--- src/rtl/csq_port_pkg.sv ---
package csq_port_pkg;

  typedef enum logic [1:0] {
    ST_IDLE    = 2'd0,
    ST_PRESENT = 2'd1,
    ST_ARMED   = 2'd2
  } port_state_e;

  typedef struct packed {
    logic loadHold;
    logic startWord;
    logic shiftBit;
    logic finish;
    logic abort;
  } ctl_strobe_t;

endpackage

--- src/rtl/csq_port_sync.sv ---
module csq_port_sync #(
  parameter int STAGES = 2
) (
  input  logic clk,
  input  logic rstN,
  input  logic csN,
  input  logic sclk,
  output logic csLow,
  output logic sclkRise,
  output logic sclkFall
);
  logic [STAGES-1:0] csPipe;
  logic [STAGES-1:0] sclkPipe;
  logic              sclkPrev;

  always_ff @(posedge clk or negedge rstN) begin
    if (!rstN) begin
      csPipe   <= '1;
      sclkPipe <= '0;
      sclkPrev <= 1'b0;
    end else begin
      csPipe   <= {csPipe[STAGES-2:0], csN};
      sclkPipe <= {sclkPipe[STAGES-2:0], sclk};
      sclkPrev <= sclkPipe[STAGES-1];
    end
  end

  assign csLow    = !csPipe[STAGES-1];
  assign sclkRise = sclkPipe[STAGES-1] && !sclkPrev;
  assign sclkFall = !sclkPipe[STAGES-1] && sclkPrev;
endmodule

--- src/rtl/csq_port_ctrl.sv ---
module csq_port_ctrl
  import csq_port_pkg::*;
(
  input  logic        clk,
  input  logic        rstN,
  input  logic        csLow,
  input  logic        sclkRise,
  input  logic        sclkFall,
  input  logic        resValid,
  input  logic        hasData,
  input  logic        lastBit,
  output ctl_strobe_t strobe,
  output logic        driveEn
);
  port_state_e state, stateNext;

  always_comb begin
    strobe          = '0;
    stateNext       = state;
    strobe.loadHold = resValid && (!hasData || !csLow);
    unique case (state)
      ST_IDLE: begin
        if (csLow && hasData) begin
          stateNext        = ST_PRESENT;
          strobe.startWord = 1'b1;
        end
      end
      ST_PRESENT: begin
        if (!csLow) begin
          stateNext    = ST_IDLE;
          strobe.abort = 1'b1;
        end else if (sclkRise) begin
          stateNext = ST_ARMED;
        end
      end
      ST_ARMED: begin
        if (!csLow) begin
          stateNext    = ST_IDLE;
          strobe.abort = 1'b1;
        end else if (sclkFall) begin
          if (lastBit) begin
            stateNext     = ST_IDLE;
            strobe.finish = 1'b1;
          end else begin
            strobe.shiftBit = 1'b1;
          end
        end
      end
      default: stateNext = ST_IDLE;
    endcase
  end

  always_ff @(posedge clk or negedge rstN) begin
    if (!rstN) state <= ST_IDLE;
    else       state <= stateNext;
  end

  assign driveEn = (state != ST_IDLE);
endmodule

--- src/rtl/csq_port_datapath.sv ---
module csq_port_datapath
  import csq_port_pkg::*;
#(
  parameter int WIDTH = 16
) (
  input  logic             clk,
  input  logic             rstN,
  input  ctl_strobe_t      strobe,
  input  logic [WIDTH-1:0] resData,
  output logic             hasData,
  output logic             lastBit,
  output logic             serialBit,
  output logic [WIDTH-1:0] holdWord
);
  localparam int CNTW = $clog2(WIDTH);
  localparam logic [CNTW-1:0] LAST_CNT = CNTW'(WIDTH - 1);

  logic [WIDTH-1:0] shiftReg;
  logic [CNTW-1:0]  bitCnt;

  always_ff @(posedge clk or negedge rstN) begin
    if (!rstN) begin
      holdWord <= '0;
      hasData  <= 1'b0;
    end else if (strobe.loadHold) begin
      holdWord <= resData;
      hasData  <= 1'b1;
    end else if (strobe.finish) begin
      hasData  <= 1'b0;
    end
  end

  always_ff @(posedge clk or negedge rstN) begin
    if (!rstN) begin
      shiftReg <= '0;
      bitCnt   <= '0;
    end else if (strobe.startWord) begin
      shiftReg <= holdWord;
      bitCnt   <= '0;
    end else if (strobe.shiftBit) begin
      shiftReg <= {shiftReg[WIDTH-2:0], 1'b0};
      bitCnt   <= bitCnt + 1'b1;
    end else if (strobe.abort || strobe.finish) begin
      bitCnt   <= '0;
    end
  end

  assign lastBit   = (bitCnt == LAST_CNT);
  assign serialBit = shiftReg[WIDTH-1];
endmodule

--- src/rtl/csq_out_port.sv ---
module csq_out_port
  import csq_port_pkg::*;
#(
  parameter int WIDTH = 16
) (
  input  logic             clk,
  input  logic             rstN,
  input  logic             resValid,
  input  logic [WIDTH-1:0] resData,
  input  logic             csN,
  input  logic             sclk,
  output logic             sdo,
  output logic             sdoOe,
  output logic             drdyN
);
  if (WIDTH != 16 && WIDTH != 20) begin : g_bad_width
    $error("R8: WIDTH must be 16 or 20");
  end

  logic             csLow, sclkRise, sclkFall;
  logic             hasData, lastBit, serialBit, driveEn;
  logic [WIDTH-1:0] holdWord;
  ctl_strobe_t      strobe;

  csq_port_sync #(.STAGES(2)) sync_i (
    .clk(clk), .rstN(rstN), .csN(csN), .sclk(sclk),
    .csLow(csLow), .sclkRise(sclkRise), .sclkFall(sclkFall)
  );

  csq_port_ctrl ctrl_i (
    .clk(clk), .rstN(rstN), .csLow(csLow), .sclkRise(sclkRise),
    .sclkFall(sclkFall), .resValid(resValid), .hasData(hasData),
    .lastBit(lastBit), .strobe(strobe), .driveEn(driveEn)
  );

  csq_port_datapath #(.WIDTH(WIDTH)) dp_i (
    .clk(clk), .rstN(rstN), .strobe(strobe), .resData(resData),
    .hasData(hasData), .lastBit(lastBit), .serialBit(serialBit),
    .holdWord(holdWord)
  );

  assign sdoOe = driveEn;
  assign sdo   = driveEn ? serialBit : 1'b0;
  assign drdyN = !hasData;
endmodule

--- config.mk ---
export PLATFORM = sky130hd
export DESIGN_NAME = csq_out_port
export DESIGN_NICKNAME = d
export VERILOG_FILES = /design/src/rtl/csq_port_pkg.sv /design/src/rtl/csq_port_sync.sv /design/src/rtl/csq_port_ctrl.sv /design/src/rtl/csq_port_datapath.sv /design/src/rtl/csq_out_port.sv
export SDC_FILE = /design/constraint.sdc
export NUM_CORES = 1
export LEC_CHECK = 0
export CORE_ASPECT_RATIO = 0.9
export CORE_MARGIN = 2
export CORE_UTILIZATION = 35
export DETAILED_ROUTE_END_ITERATION = 16
export GPL_ROUTABILITY_DRIVEN = 0
export PLACE_DENSITY_LB_ADDON = 0.15
export SKIP_CTS_REPAIR_TIMING = 1
export SYNTH_ARGS = -nofsm -noshare
export SYNTH_HDL_FRONTEND = slang
export SYNTH_HIERARCHICAL = 1
export SYNTH_SLANG_ARGS = --single-unit
--- constraint.sdc ---
create_clock -name clk -period 1.8 [get_ports clk]
set_clock_uncertainty 0.1 [all_clocks]
set_input_delay 0.36 -clock clk [delete_from_list [all_inputs] [get_ports clk]]
set_output_delay 0.36 -clock clk [all_outputs]
set_load 0.005 [all_outputs]
# --- Word level (Yosys, flattened, before mapping) ---
# Cells that the tools add are included.
op_classes:
  n_addsub: 1
  eq_ne: 7
  n_mux: 24
  n_reduce_logical: 17
op_table:
  columns: ["operator", "n"]
  rows:
  - ["16-bit two-way mux", 2]
  - ["2-bit two-way mux", 9]
  - ["4-bit two-way mux", 3]
  - ["1-bit two-way mux", 9]
  - ["3-bit by 2-bit != test with 1-bit output (second input constant)", 3]
  - ["2-bit case mux with 3 select lines", 1]
  - ["2-bit nonzero test", 3]
  - ["4-bit by 1-bit adder with 4-bit output (second input constant)", 1]
  - ["4-bit == test (second input constant)", 1]
  - ["1-bit logical AND", 4]
  - ["1-bit logical NOT", 4]
  - ["4-bit AND reduction", 1]
  - ["3-bit nonzero test", 1]
  - ["2-bit by 1-bit == test with 1-bit output (second input constant)", 1]
  - ["2-bit == test (second input constant)", 1]
  - ["2-bit logical NOT", 1]
  - ["1-bit logical OR", 2]
  - ["2-bit by 1-bit != test with 1-bit output (second input constant)", 1]
  - ["2-bit OR reduction", 1]
totals:
  ff_bits: 44
  inputBits: 21
  output_inout_bits: 3
  wordCells: 57

# --- Longest topological paths before layout ---
# Gate-level depths: netlist of run 1.
depth:
  ltp_word: 9
  ltp_mapped: 10
  ltp_nobuf: 8

# --- Hierarchy ---
# The synthesis of run 1 kept the hierarchy.
by_module_without_submodules:
  columns: ["module", "n_inst", "cells_each", "area_each_um2", "seq_area_each_um2"]
  rows:
  - ["csq_port_datapath", 1, 128, 1617.8, 925.9]
  - ["csq_port_ctrl", 1, 25, 221.5, 50.0]
  - ["csq_port_sync", 1, 8, 146.4, 127.6]
  - ["csq_out_port", 1, 2, 10.0, 0.0]

# --- Worst setup path before layout of run 1 ---
# OpenSTA, ideal clock, no wires.
synth_path:
  kind: "register to register"
  start: "register ctrl_i.state[0]"
  end: "register dp_i.bitCnt[3]"
  setup_ns: 0.126
  t_arrival_ns: 1.437
  required_ns: 1.574
  path_slack_ns: 0.137
  path_stages_with_launch: 9
  n_path_buf: 1
  synth_period_minus_slack_ns: 1.663
  cell_sequence: "dfrtp_1 inv_1 ha_1 and2_4 nand2_1 nor2_1 buf_6 and3b_1 a221o_1"
synth_rtl:
  columns: ["item", "line", "rtl"]
  rows:
  - ["start, declared", "csq_port_ctrl.sv:15", "port_state_e state, stateNext;"]
  - ["start signal, assigned", "csq_port_ctrl.sv:55", "else state <= stateNext;"]
  - ["end signal, assigned", "csq_port_datapath.sv:42", "bitCnt <= bitCnt + 1'b1;"]
  - ["end, declared", "csq_port_datapath.sv:19", "logic [CNTW-1:0] bitCnt;"]

# --- Worst setup path in the final report of run 1 ---
layout_path:
  start: "register dp_i.bitCnt[1]"
  end: "register ctrl_i.state[0]"
layout_between:
  elab_chain_cells: 3
layout_lines:
  columns: ["item", "line", "rtl"]
  rows:
  - ["4-bit == test", "csq_port_datapath.sv:48", "assign lastBit = (bitCnt == LAST_CNT);"]
  - ["via lastBit", "csq_out_port.sv:21", "logic hasData, lastBit, serialBit, driveEn;"]
  - ["3-bit by 2-bit != test with 1-bit output (no line)", null, null]
  - ["4-bit AND reduction (no line)", null, null]
# The timed path passes the listed nets, and every way through them passes these cells.
# A chain may end at the register's enable or synchronous reset.

==> flow_summary.json, run 1 <==
{
  "status": "completed",
  "dr_wl_met2_mm": 1.82,
  "yosysWarnings": 6,
  "hold_viol_final": 0,
  "drt_iter0_drc": 82,
  "antenna_left": 0,
  "cp.arrival_ns": 1.84,
  "nNetsFinal": 228,
  "syn_avg_cell_area_um2": 12.2,
  "synth_top_area_cell": "dfrtp_1",
  "top_layer": "met4",
  "cts_sinks": 44,
  "syn-instance-count": 163,
  "wl_met1_mm": 1.69,
  "pwr-share-clk_pct": 22.4,
  "synth-compound-area-share_pct": 7.27,
  "die_h_um": 75.6,
  "yosysUniqueCellTypes": 36,
  "cts_tree": "yes",
  "drive_gt1_share_pct": 32.0,
  "report.final.slew_viol_count": 0,
  "cellLeakagePower_nw": 1.11,
  "initial_utilization_pct": 35.7,
  "critPathKind": "reg2reg",
  "grt_pass1_wl_mm": 5.99,
  "combPwrFrac_pct": 29.7,
  "maxCapViolations": 0,
  "h-tree-depth": 2,
  "setup_viol": 0,
  "synth_top_family_by_area": "multiplexers",
  "area_growth_pct": 29.4,
  "num_vias": 1317,
  "peakVddDrop_mv": 0.484,
  "coreArea_um2": 5600,
  "drc": 0,
  "tns_ns": 0,
  "dp_hpwl_mm": 2.48,
  "synthAdderAreaFrac_pct": 3.13,
  "wl_per_cell_um": 13.5,
  "grt_remaining_overflow": 0,
  "grt_use_total_pct": 12.2,
  "relSlewSlack_pct": 76.1,
  "muxShareOfSynthArea_pct": 17.6,
  "wl_met3_um": 108,
  "post-route-util_pct": 46.2,
  "portBuffers": 23,
  "die_w_um": 83.6,
  "antenna_found_initial": 0,
  "placed_cell_area_um2": 2350,
  "clk_path_buf_depth": 2,
  "wirelength_mm": 3.68,
  "first_global_vias": 1307,
  "syn_area_um2": 2000,
  "crit_path_max_fanout": 3,
  "clock.fmax_ghz": 0.567,
  "startpoint_type": "register",
  "min_path_cells": 0,
  "period_share_pct": 97.9,
  "crit_path_end_kind": "register",
  "synth_top_area_share_pct": 52.7,
  "synth_fp_nets": 189,
  "ff2ff_path_depth": 5,
  "rsz0062_at_grt": "yes",
  "internal_power_mw": 2.01,
  "io_pins": 24,
  "layout_common_cells": "dfrtp_1 (42), clkdlybuf4s50_1 (20), mux2i_1 (16), nand2_1 (16), mux2_2 (16)",
  "synth-simple-area-share_pct": 11.0,
  "netSwitchingPower_mw": 0.857,
  "hp-class": "reg2reg",
  "clock_latency_ns": 0.29,
  "fp-row-count": 26,
  "power_mw": 2.87,
  "cts-root-buf": "clkbuf_8",
  "final_common_cell": "dfrtp_1",
  "finalInstanceArea_um2": 2580,
  "die-area_um2": 6320,
  "required_ns": 1.88,
  "vias_per_cell": 4.82,
  "fin_crit_ns": 1.76,
  "clkSlewWorstSetupHoldPaths_ns": 0.08,
  "p_seq_share_pct": 47.9,
  "ys_ff_latch": 44,
  "switching_share_pct": 29.9,
  "dr.pass1.iters": 4,
  "worst_pin_slew_ns": 0.358,
  "powerDensity_nw_per_um2": 1110,
  "synthXorXnorAreaFrac_pct": 0.439,
  "numCtsBuffers": 5,
  "yosysSeqAreaShare_pct": 55.3,
  "antenna_cells": 0,
  "grt_start_max_net_pins": 45,
  "synth_area_leaders": "dfrtp_1 (53%), mux2_2 (9.0%), mux2i_1 (8.0%)"
}
==> final timing paths <==
kind	start	to	slack (ns)
max reg2reg	dp_i/bitCnt[1]	ctrl_i/state[0]	0.04
max in group asynchronous	rstN	sync_i/csPipe[1]	0.87
min in group asynchronous	rstN	dp_i/holdWord[10]	0.46
min	sync_i/sclkPipe[0]	sync_i/sclkPipe[1]	0.26
max	dp_i/bitCnt[1]	ctrl_i/state[0]	0.04
min reg2reg	sync_i/sclkPipe[0]	sync_i/sclkPipe[1]	0.26
==> stage by stage <==
stage | std cells | worst slack (ns) | hold slack [ns]
after global placement | 258 | 0.0500 | 0.237
final | 273 | 0.0373 | 0.262
after global routing | 273 | -0.0584 | 0.273
after CTS | 266 | -0.308 | -0.0689
after detailed placement | 258 | -0.00934 | 0.248
after floorplan | 163 | 0.137 | -0.0356
==> routing by layer <==
metal,up-vias,GRT usage (%)
met5,-,0
met1,653,15.2
li1,641,-
met4,0,5.91
met2,16,20.0
met3,7,3.36
==> Yosys cell counts <==
cell type  count
dfrtp_1       42
nand2_1       18
mux2_2        16
mux2i_1       16
o21ai_0       16
inv_1          7
ha_1           5
nor2_1         5
buf_6          3
a21oi_1        2
and2_2         2
and2b_2        2
and3_1         2
buf_2          2
clkbuf_1       2
dfstp_2        2
nor4b_1        2
a21o_1         1
a221o_1        1
a221o_2        1
a221oi_1       1
a222oi_1       1
a22oi_1        1
and2_1         1
and2_4         1
and3b_1        1
buf_12         1
buf_4          1
mux2_1         1
nand2_2        1
nand2b_1       1
nand3_1        1
nor2b_1        1
nor3_4         1
nor4_1         1
xor2_1         1
==> state kept, by name (all words and copies together) (netlist names) <==
name and flops:
ctrl_i/state 2, dp_i/bitCnt 4, dp_i/hasData 1, dp_i/holdWord 16
dp_i/shiftReg 16, sync_i/csPipe 2, sync_i/sclkPipe 2, sync_i/sclkPrev 1
==> layout make-up <==
cell class              instances  area (um^2)
repair buffers                 41          430
fillers                       549         3010
well taps                      70         87.6
flip-flops and latches         44         1100
clock inverters                 1         7.51
inverters                       7         26.3
clock buffers                   7         86.3
multi-input cells             103          841
==> power groups by stage <==
stage                     registers, mW  clock network [mW]  logic, mW
after CTS                          1.38               0.673      0.804
after global routing               1.41               0.713      0.969
after detailed placement           1.40                   0      0.800
after global placement             1.39                   0      0.765
final                              1.38               0.644      0.852
after floorplan                    1.35                   0      0.505
==> worst max-delay path, cell delays in order (launching register included) <==
cell,delay [ns]
dfrtp_1,0.37
ha_2,0.18
and3_4,0.21
nand2_4,0.05
a222oi_1,0.37
mux2_1,0.36
==> logic make-up (layout without fill, tap and decap cells) <==
group | count (synthesis) | after routing
adders and majority gates | 5 | 5
xor gates and xnor gates | 1 | 1
buffers and inverters | 16 | 56
DFF | 44 | 44
and+or+nand+nor | 40 | 40
AOI/OAI and AO/OA | 24 | 24
muxes | 33 | 33
Note: power is estimated with default switching activity, not from simulation.
==> run 2, diff against run 1 <==
ABC_CLOCK_PERIOD_IN_PS = 1800   (was unset)
==> results of run 2 <==
The final DEF is identical to that of run 1; final timing and power are the same.
